==> src/rtl/pin_mux_pkg.sv <==
package pin_mux_pkg;
  typedef enum logic [2:0] {
    K_NONE = 3'd0,
    K_OUT  = 3'd1,
    K_IN   = 3'd2,
    K_GPIO = 3'd3,
    K_BUS  = 3'd4
  } slot_kind_e;
endpackage

==> src/rtl/slot_dir_src.sv <==
module slot_dir_src
  import pin_mux_pkg::*;
#(
  parameter slot_kind_e KIND = K_NONE
) (
  input  logic fn_out_i,
  input  logic fn_oe_i,
  output logic lvl_o,
  output logic en_o
);
  generate
    if (KIND == K_GPIO || KIND == K_BUS) begin : g_owned
      assign lvl_o = fn_out_i;
      assign en_o  = fn_oe_i;
    end else if (KIND == K_OUT) begin : g_out
      assign lvl_o = fn_out_i;
      assign en_o  = 1'b1;
    end else begin : g_off
      // input-only and unconnected slots never drive
      logic unused;
      assign unused = fn_out_i ^ fn_oe_i;
      assign lvl_o  = 1'b0;
      assign en_o   = 1'b0;
    end
  endgenerate
endmodule

==> src/rtl/slot_decode.sv <==
module slot_decode #(
  parameter int SEL_W = 2,
  localparam int N = 1 << SEL_W
) (
  input  logic             clk_i,
  input  logic             rst_ni,
  input  logic [SEL_W-1:0] sel_i,
  output logic [N-1:0]     grant_o
);
  always_comb begin
    for (int i = 0; i < N; i++) grant_o[i] = (sel_i == SEL_W'(i));
  end


  grant_onehot_chk: assert property (@(posedge clk_i) disable iff (!rst_ni)
    $countones(grant_o) == 1);
endmodule

==> src/rtl/and_or_mux.sv <==
module and_or_mux #(
  parameter int N = 4
) (
  input  logic [N-1:0] grant_i,
  input  logic [N-1:0] lvl_i,
  input  logic [N-1:0] en_i,
  output logic         lvl_o,
  output logic         en_o
);
  assign lvl_o = |(grant_i & lvl_i);
  assign en_o  = |(grant_i & en_i);
endmodule

==> src/rtl/pin_out_router.sv <==
module pin_out_router
  import pin_mux_pkg::*;
#(
  parameter int SEL_W = 2,
  localparam int N = 1 << SEL_W,
  parameter slot_kind_e [N-1:0] SLOT_KINDS = '{K_NONE, K_OUT, K_BUS, K_GPIO}
) (
  input  logic             clk_i,
  input  logic             rst_ni,
  input  logic [SEL_W-1:0] sel_i,
  input  logic [N-1:0]     fn_out_i,
  input  logic [N-1:0]     fn_oe_i,
  output logic             pad_out_o,
  output logic             pad_oe_o,
  output logic             pad_ie_o
);
  logic [N-1:0] grant, slot_lvl, slot_en;
  logic         mux_lvl, mux_en;
  logic         out_q, oe_q;

  slot_decode #(.SEL_W(SEL_W)) u_dec (
    .clk_i(clk_i), .rst_ni(rst_ni), .sel_i(sel_i), .grant_o(grant));

  for (genvar i = 0; i < N; i++) begin : g_slot
    slot_dir_src #(.KIND(SLOT_KINDS[i])) u_src (
      .fn_out_i(fn_out_i[i]), .fn_oe_i(fn_oe_i[i]),
      .lvl_o(slot_lvl[i]), .en_o(slot_en[i]));
  end

  and_or_mux #(.N(N)) u_mux (
    .grant_i(grant), .lvl_i(slot_lvl), .en_i(slot_en),
    .lvl_o(mux_lvl), .en_o(mux_en));

  // level and enable share one register stage: no mixed-slot cycle
  always_ff @(posedge clk_i or negedge rst_ni) begin
    if (!rst_ni) begin
      out_q <= 1'b0;
      oe_q  <= 1'b0;
    end else begin
      out_q <= mux_lvl;
      oe_q  <= mux_en;
    end
  end

  assign pad_out_o = out_q;
  assign pad_oe_o  = oe_q;
  assign pad_ie_o  = ~oe_q;

  slot_kind_e cur_kind;
  assign cur_kind = SLOT_KINDS[sel_i];


  out_only_chk: assert property (@(posedge clk_i) disable iff (!rst_ni)
    cur_kind == K_OUT |=> pad_oe_o && pad_out_o == $past(fn_out_i[sel_i]));

  in_only_chk: assert property (@(posedge clk_i) disable iff (!rst_ni)
    cur_kind == K_IN |=> !pad_oe_o && !pad_out_o);

  unconn_chk: assert property (@(posedge clk_i) disable iff (!rst_ni)
    cur_kind == K_NONE |=> !pad_oe_o && !pad_out_o);

  owned_chk: assert property (@(posedge clk_i) disable iff (!rst_ni)
    (cur_kind == K_GPIO || cur_kind == K_BUS) |=>
      pad_oe_o == $past(fn_oe_i[sel_i]) && pad_out_o == $past(fn_out_i[sel_i]));

  ie_inv_chk: assert property (@(posedge clk_i) pad_ie_o != pad_oe_o);
endmodule

==> config.mk <==
export PLATFORM = sky130hd
export DESIGN_NAME = pin_out_router
export DESIGN_NICKNAME = d
export VERILOG_FILES = /design/src/rtl/pin_mux_pkg.sv /design/src/rtl/slot_dir_src.sv /design/src/rtl/slot_decode.sv /design/src/rtl/and_or_mux.sv /design/src/rtl/pin_out_router.sv
export SDC_FILE = /design/constraint.sdc
export NUM_CORES = 1
export LEC_CHECK = 0
export BUFFER_PORTS_ARGS = -buffer_cell sky130_fd_sc_hd__buf_4
export CORE_AREA = 2 2 39 41
export DETAILED_ROUTE_END_ITERATION = 10
export DIE_AREA = 0 0 41 43
export PLACE_DENSITY_LB_ADDON = 0.1
export SLEW_MARGIN = 5
export SYNTH_ARGS = -nofsm -noshare
export SYNTH_HDL_FRONTEND = slang
export SYNTH_SLANG_ARGS = --single-unit
==> constraint.sdc <==
create_clock -name clk_i -period 0.8 [get_ports clk_i]
set_clock_uncertainty 0.2 [all_clocks]
set_input_delay 0.12 -clock clk_i [delete_from_list [all_inputs] [get_ports clk_i]]
set_output_delay 0.12 -clock clk_i [all_outputs]
set_load 0.03 [all_outputs]
==> flow_metrics.env, run 1 <==
export IMPL_leakagePower_nw=0.121
export IMPL_stdcell_count=42
export IMPL_core_mm2=0.00138
export IMPL_syn2layout_area_growth_pct=175
export IMPL_ant_nets=0
export IMPL_fin_util_pct=17.9
export IMPL_violations="hold timing, setup timing"
export IMPL_drtIter0Drc=0
export IMPL_worstMarginPinSlew_ps=157
export IMPL_yosys_warnings=0
export IMPL_status="finished with violations"
export IMPL_pin_count=15
export IMPL_start_kind="register"
export IMPL_dieArea_mm2=0.00176
export IMPL_routed_wl_um=285
export IMPL_start_util_pct=6.51
export IMPL_layout_drive_gt1_share_pct=65.4
export IMPL_fp_row_count=14
export IMPL_yosysSeqAreaShare_pct=55.6
export IMPL_worstPathArrival_ps=820
export IMPL_cts_inserted_buffers=3
export IMPL_path_cells="buf_4"
export IMPL_grt_pass1_vias=144
export IMPL_grt_max_degree=5
export IMPL_final_area_um2=248
export IMPL_placedCellCount=37
export IMPL_holdBufCountCts=1
export IMPL_cts_buffer_depth=2
export IMPL_whs_ps=-69.5
export IMPL_n_fill_cell=157
export IMPL_fmax_ghz=0.879
export IMPL_grt_pass1_wl_um=455
export IMPL_dieHeight_um=43
export IMPL_syn_area_um2=90.1
export IMPL_vias=121
export IMPL_holdCritPathClass="input port to register"
export IMPL_synth_nets=21
export IMPL_setup_violations=3
export IMPL_synth_seq_cells=2
export IMPL_path_max_fanout=2
export IMPL_power_mw=0.479
export IMPL_synthCells=9
export IMPL_via_per_inst=2.88
export IMPL_crit_type="register to primary output"
export IMPL_fin_ws_ps=-338
export IMPL_critPathBufInv=1
export IMPL_crit_required_ps=480
export IMPL_synth_area_per_cell_um2=10.0
export IMPL_place_gp_congestion=0.519
export IMPL_hold_viol=2
export IMPL_drc=0
export IMPL_cap_violations=0
export IMPL_critPathSlowestCell="dfrtp_2"
export IMPL_die_w_um=41
export IMPL_post_cts_buffers=0
export IMPL_grt_util_all_layers_pct=4.70
export IMPL_path_clk_slew_ps=30
export IMPL_n_antenna_cell=0
export IMPL_crit_family="flip-flops"
export IMPL_port_buffers=11
export IMPL_post_synth_num_cell_types=8
export IMPL_slew_headroom_pct=89.4
export IMPL_slowest_delay_ps=410
export IMPL_fin_crit_sh_pct=142
export IMPL_cts_tree="done"
export IMPL_grt_ovfl_total=0
export IMPL_place_ws_ps=-109
export IMPL_wl_per_cell_um=6.79
export IMPL_peakVddDrop_mv=0.452
export IMPL_antenna_found_initial=0
export IMPL_place_area_um2=204
export IMPL_power_density_mw_per_mm2=1930
export IMPL_fin_setup_tns_ps=-908
export IMPL_layout_nets=39
export IMPL_rsz0062_at_grt="true"
export IMPL_root_buffer="clkbuf_4"
export IMPL_clock_sinks=2
export IMPL_setup_worst_path_end_class="primary output"
export IMPL_drv_slew=0
export IMPL_htree_num_levels=1
export IMPL_fin_crit_ps=1140
export IMPL_drt_pass1_iter_count=1
[sequential cells by signal, summed over array words and instances (netlist names)]
register   cells
pad_oe_o       1
pad_out_o      1
[cells in the mapped netlist (all sizes together)]
cell type / n / area share, %
nor3: 1 / 5.6
o22ai: 1 / 6.9
nand2: 1 / 4.2
a21oi: 1 / 5.6
mux2i: 1 / 11
dfrtp: 2 / 56
inv: 1 / 4.2
nand2b: 1 / 6.9
[where the power goes]
group / total [mW] / internal (mW) / switching (mW)
Combinational: 0.110 / 0.0610 / 0.0485
Clock: 0.252 / 0.186 / 0.0663
Sequential: 0.117 / 0.111 / 0.00624
[worst paths after layout]
kind	from	end	slack, ps	cells after the start
max in group asynchronous	rst_ni	pad_oe_o	290	2
min in group asynchronous	rst_ni	pad_oe_o	10	2
hold / removal	sel_i[1]	pad_out_o	-70	2
setup / recovery	pad_oe_o	pad_oe_o	-340	1
[layout make-up]
class                   count  area [um^2]  share of cell area (%)
repair buffers             13          108                    43.4
flip-flops and latches      2         51.3                    20.7
multi-input cells           6         36.3                    14.6
clock buffers               4         26.3                    10.6
well taps                  16         20.0                    8.08
inverters                   1         6.26                    2.53
[per-layer routing]
metal  up-vias  routed length (um)  track usage, %
li1         65                   -               -
met4         0                   0            10.0
met2        11                 136            5.00
met3         0                  37            1.57
met5         -                   0               0
met1        45                 112            4.14
[cell usage in the layout, fill, tap and decap left out]
| cell type | netlist | layout |
|---|---|---|
| buf_4 | 0 | 10 |
| a21oi_1 | 1 | 1 |
| buf_6 | 0 | 2 |
| mux2i_1 | 1 | 1 |
| nand2_1 | 1 | 1 |
| o22ai_1 | 1 | 1 |
| clkbuf_4 | 0 | 3 |
| nand2b_1 | 1 | 1 |
| inv_4 | 0 | 1 |
| dfrtp_1 | 2 | 1 |
| dlygate4sd3_1 | 0 | 1 |
| dfrtp_2 | 0 | 1 |
| clkbuf_1 | 0 | 1 |
| nor3_1 | 1 | 1 |
[logic make-up after synthesis]
| group | synth area share, % |
|---|---|
| AO/OA/AOI/OAI | 12.5 |
| buffers and inverters | 4.16 |
| flip-flops | 55.6 |
| multiplexers | 11.1 |
| AND/OR/NAND/NOR | 16.7 |
[timing repair]
item	CTS	global route
endpoints found under the setup margin	3	3
hold endpoints to repair	4	2
gates cloned	0	0
gates resized for setup	2	0
pin swaps	0	0
Note: power is estimated with default switching activity, not from simulation.
==> run 2: changes to the inputs <==
--- a/config.mk
+++ b/config.mk
@@ -9,7 +9,9 @@
 export CORE_AREA = 2 2 39 41
 export DETAILED_ROUTE_END_ITERATION = 10
 export DIE_AREA = 0 0 41 43
+export GPL_ROUTABILITY_DRIVEN = 0
 export PLACE_DENSITY_LB_ADDON = 0.1
+export RECOVER_POWER = 25
 export SLEW_MARGIN = 5
 export SYNTH_ARGS = -nofsm -noshare
 export SYNTH_HDL_FRONTEND = slang
==> run 2 against run 1 <==
Against the previous run: the run still ends with hold timing, setup timing left; clock-buffer cell count unchanged; sequential cell count unchanged; power decreased by 0.46%; fmax about the same; final area decreased by 1.5%; sequential share of layout area increased by 0.32 points; combinational power about the same; via count unchanged; critical path type unchanged; critical endpoint unchanged; highest routed layer unchanged.
==> flow_metrics.env, run 2 (synthesis results as in run 1) <==
export IMPL_n_antenna_cell=0
export IMPL_worstMarginPinSlew_ps=157
export IMPL_grt_pass1_wl_um=455
export IMPL_path_cells="buf_4"
export IMPL_holdCritPathClass="input port to register"
export IMPL_post_cts_buffers=0
export IMPL_multi_input_area_um2=36.3
export IMPL_wl_per_cell_um=6.74
export IMPL_leakagePower_nw=0.117
export IMPL_layout_drive_gt1_share_pct=61.5
export IMPL_swShare_pct=25.4
export IMPL_drtIter0Drc=0
export IMPL_hold_viol=2
export IMPL_routed_wl_um=283
export IMPL_grt_pass1_vias=144
export IMPL_p_comb_share_pct=22.5
export IMPL_top_layer="met3"
export IMPL_clock_sinks=2
export IMPL_setup_violations=3
export IMPL_rsz0062_at_grt="true"
export IMPL_grt_max_degree=5
export IMPL_die_w_um=41
export IMPL_violations="hold timing, setup timing"
export IMPL_crit_family="flip-flops"
export IMPL_layout_commonest_cell="buf_4"
export IMPL_root_buffer="clkbuf_4"
export IMPL_cts_tree="done"
export IMPL_layout_nets=39
export IMPL_antenna_found_initial=0
export IMPL_place_area_um2=204
export IMPL_power_density_mw_per_mm2=1950
export IMPL_p_int_mw=0.356
export IMPL_status="finished with violations"
export IMPL_path_max_fanout=2
export IMPL_ant_nets=0
export IMPL_crit_required_ps=480
export IMPL_slew_headroom_pct=89.4
export IMPL_htree_num_levels=1
export IMPL_whs_ps=-69.5
export IMPL_path_clk_slew_ps=30
export IMPL_n_fill_cell=159
export IMPL_critPathSlowestCell="dfrtp_2"
export IMPL_cts_buffer_depth=2
export IMPL_stdcell_count=42
export IMPL_fin_util_pct=17.6
export IMPL_holdBufCountCts=1
export IMPL_fin_ws_ps=-338
export IMPL_setup_worst_path_end_class="primary output"
export IMPL_drv_slew=0
export IMPL_wl_met3_um=37
export IMPL_placedCellCount=37
export IMPL_final_cell_mix="buf_4, clkbuf_4, clkbuf_1, buf_6"
export IMPL_power_mw=0.477
export IMPL_final_area_um2=244
export IMPL_start_util_pct=6.51
export IMPL_dieArea_mm2=0.00176
export IMPL_final_seq_area_um2=51.3
export IMPL_slowest_delay_ps=410
export IMPL_worstPathArrival_ps=820
export IMPL_pwr_share_seq_pct=24.6
export IMPL_vias=121
export IMPL_fp_row_count=14
export IMPL_dieHeight_um=43
export IMPL_cts_inserted_buffers=3
export IMPL_p_sw_mw=0.121
export IMPL_drc=0
export IMPL_grt_util_all_layers_pct=4.70
export IMPL_wl_met1_um=110
export IMPL_pin_count=15
export IMPL_crit_type="register to primary output"
export IMPL_port_buffers=11
export IMPL_p_clk_share_pct=52.9
export IMPL_fin_crit_ps=1140
export IMPL_fin_crit_sh_pct=142
export IMPL_peakVddDrop_mv=0.452
export IMPL_fmax_ghz=0.879
export IMPL_start_kind="register"
export IMPL_drt_pass1_iter_count=1
export IMPL_via_per_inst=2.88
export IMPL_syn2layout_area_growth_pct=171
export IMPL_wl_met2_um=136
export IMPL_grt_ovfl_total=0
export IMPL_core_mm2=0.00138
export IMPL_critPathBufInv=1
export IMPL_cap_violations=0
run 2: changes by cell type in the layout (fill, tap and decap cells not counted):
cell and delta:
buf_4 -1, clkbuf_1 +1
run 2: cell type report:
type | instances | share of cell area (%)
inverter | 1 | 2.56
timing repair buffer | 13 | 42.6
sequential | 2 | 21.0
tap | 16 | 8.21
clock buffer | 4 | 10.8
multi-input combinational | 6 | 14.9
run 2: through the flow:
stage	TNS, ps	setup slack (ps)
final	-908	-338
after global routing	-967	-356
after CTS	-944	-348
after detailed placement	-261	-109
after global placement	-272	-107
after floorplan	-107	-107
run 2: final timing paths:
check                      startpoint   endpoint  slack [ps]  cells past startpoint
max in group asynchronous      rst_ni   pad_oe_o         250                      2
worst max-delay path         pad_oe_o   pad_oe_o        -340                      1
min in group asynchronous      rst_ni   pad_oe_o          10                      2
worst min-delay path         sel_i[1]  pad_out_o         -70                      2
run 2: metal layers:
| layer | up-vias | track usage [%] |
|---|---|---|
| met1 | 45 | 4.14 |
| met4 | 0 | 10.0 |
| met3 | 0 | 1.57 |
| met2 | 11 | 5.00 |
| met5 | - | 0 |
| li1 | 65 | - |
run 2: power groups by stage:
stage	logic (mW)	registers, mW	clock network, mW
floorplan	0.0230	0.135	0
global placement	0.100	0.117	0
detailed placement	0.100	0.117	0
CTS	0.110	0.117	0.273
global route	0.118	0.118	0.272
finish	0.107	0.117	0.252
run 2: repair_timing:
item                                   CTS  global route
endpoints found under the hold margin    4             2
pin swaps                                0             0
setup endpoints to repair                3             3
gates resized for setup                  2             0
==> run 3: changes to the inputs <==
--- a/config.mk
+++ b/config.mk
@@ -7,6 +7,7 @@
 export LEC_CHECK = 0
 export BUFFER_PORTS_ARGS = -buffer_cell sky130_fd_sc_hd__buf_4
 export CORE_AREA = 2 2 39 41
+export CTS_BUF_LIST = sky130_fd_sc_hd__clkbuf_2 sky130_fd_sc_hd__clkbuf_4 sky130_fd_sc_hd__clkbuf_8
 export DETAILED_ROUTE_END_ITERATION = 10
 export DIE_AREA = 0 0 41 43
 export GPL_ROUTABILITY_DRIVEN = 0
==> run 3 against run 2 <==
Against the previous run: cell count unchanged; clock power up 13%; die area unchanged; sequential cell count unchanged; sequential power about the same; largest cell class unchanged; highest routed layer unchanged; wire length down 0.71%; combinational power about the same; hold slack better by 0.91 ps; the run still ends with hold timing, setup timing left.
==> flow_metrics.env, run 3 (synthesis results as in run 1) <==
export IMPL_status="finished with violations"
export IMPL_violations="hold timing, setup timing"
export IMPL_place_ws_ps=-109
export IMPL_whs_ps=-68.6
export IMPL_grt_ovfl_total=0
export IMPL_layout_commonest_cell="buf_4"
export IMPL_worstPathArrival_ps=820
export IMPL_grt_pass1_wl_um=448
export IMPL_peakVddDrop_mv=0.455
export IMPL_rsz0062_at_grt="true"
export IMPL_slew_headroom_pct=89.4
export IMPL_hold_viol=2
export IMPL_cap_violations=0
export IMPL_crit_required_ps=480
export IMPL_cts_inserted_buffers=3
export IMPL_syn2layout_area_growth_pct=175
export IMPL_routed_wl_um=281
export IMPL_n_fill_cell=159
export IMPL_grt_pass1_vias=144
export IMPL_n_antenna_cell=0
export IMPL_fin_crit_ps=1140
export IMPL_via_per_inst=2.88
export IMPL_stdcell_count=42
export IMPL_wl_per_cell_um=6.69
export IMPL_crit_type="register to primary output"
export IMPL_wl_met1_um=110
export IMPL_min_to="pad_out_o"
export IMPL_wl_met2_um=133
export IMPL_dieArea_mm2=0.00176
export IMPL_leakagePower_nw=0.121
export IMPL_hold_depth=2
export IMPL_holdBufCountCts=1
export IMPL_fin_ws_ps=-338
export IMPL_layout_nets=39
export IMPL_fmax_ghz=0.879
export IMPL_die_w_um=41
export IMPL_ant_nets=0
export IMPL_post_cts_buffers=0
export IMPL_critPathBufInv=1
export IMPL_setup_violations=3
export IMPL_setup_worst_path_end_class="primary output"
export IMPL_vias=121
export IMPL_drtIter0Drc=0
export IMPL_htree_num_levels=1
export IMPL_clock_sinks=2
export IMPL_fin_setup_tns_ps=-906
export IMPL_drv_slew=0
export IMPL_root_buffer="clkbuf_4"
export IMPL_startpoint="pad_oe_o"
export IMPL_grt_util_all_layers_pct=4.40
export IMPL_path_cells="buf_4"
export IMPL_cts_tree="done"
export IMPL_hold_start="sel_i[1]"
export IMPL_grt_max_degree=5
export IMPL_path_max_fanout=2
export IMPL_slowest_delay_ps=410
export IMPL_worstMarginPinSlew_ps=157
export IMPL_final_cell_mix="buf_4, clkbuf_4, buf_6"
export IMPL_start_util_pct=6.51
export IMPL_dieHeight_um=43
export IMPL_antenna_found_initial=0
export IMPL_wl_met3_um=37
export IMPL_core_mm2=0.00138
export IMPL_holdCritPathClass="input port to register"
export IMPL_port_buffers=11
export IMPL_fin_crit_sh_pct=142
export IMPL_pin_count=15
export IMPL_placedCellCount=37
export IMPL_critPathSlowestCell="dfrtp_2"
export IMPL_layout_drive_gt1_share_pct=65.4
export IMPL_fp_row_count=14
export IMPL_drc=0
export IMPL_cts_buffer_depth=2
export IMPL_drt_pass1_iter_count=1
export IMPL_crit_family="flip-flops"
export IMPL_power_density_mw_per_mm2=2060
export IMPL_power_mw=0.510
export IMPL_top_layer="met3"
export IMPL_start_kind="register"
export IMPL_path_clk_slew_ps=40
## run 3: how the worst max path moves through the flow
stage,cells after the start,to,slack [ps]
after detailed placement,2,pad_ie_o,-110
after global placement,2,pad_ie_o,-110
after global routing,1,pad_oe_o,-350
after floorplan,1,pad_ie_o,-110
final,1,pad_oe_o,-340
after CTS,1,pad_oe_o,-350
## run 3: stage by stage
step           cell area (um^2)  util, %  hold WS [ps]
2_1_floorplan              93.8        -          -376
3_3_place_gp                204     14.7          -297
3_5_place_dp                204     14.7          -296
4_1_cts                     251     18.2         -83.6
5_1_grt                     248     17.9         -55.8
6_report                    248     17.9         -68.6
## run 3: layout make-up
class                      count  area [um^2]  share of cell area, %
multi-input combinational      6         36.3                   14.6
sequential                     2         51.3                   20.7
timing repair buffer          13          104                   41.9
clock buffer                   4         30.0                   12.1
tap                           16         20.0                   8.08
inverter                       1         6.26                   2.53
## run 3: routing by layer
metal | up-vias | GRT usage (%)
li1 | 65 | -
met1 | 45 | 4.14
met2 | 11 | 5.00
met3 | 0 | 1.57
met4 | 0 | 8.00
met5 | - | 0
## run 3: power by group
part	switching (mW)	internal, mW
Combinational	0.0484	0.0589
Clock	0.0659	0.220
Sequential	0.00624	0.111
## run 3: what timing repair did
| item | CTS | global route |
|---|---|---|
| endpoints found under the hold margin | 4 | 2 |
| setup endpoints to repair | 3 | 3 |
| resized for setup | 2 | 0 |
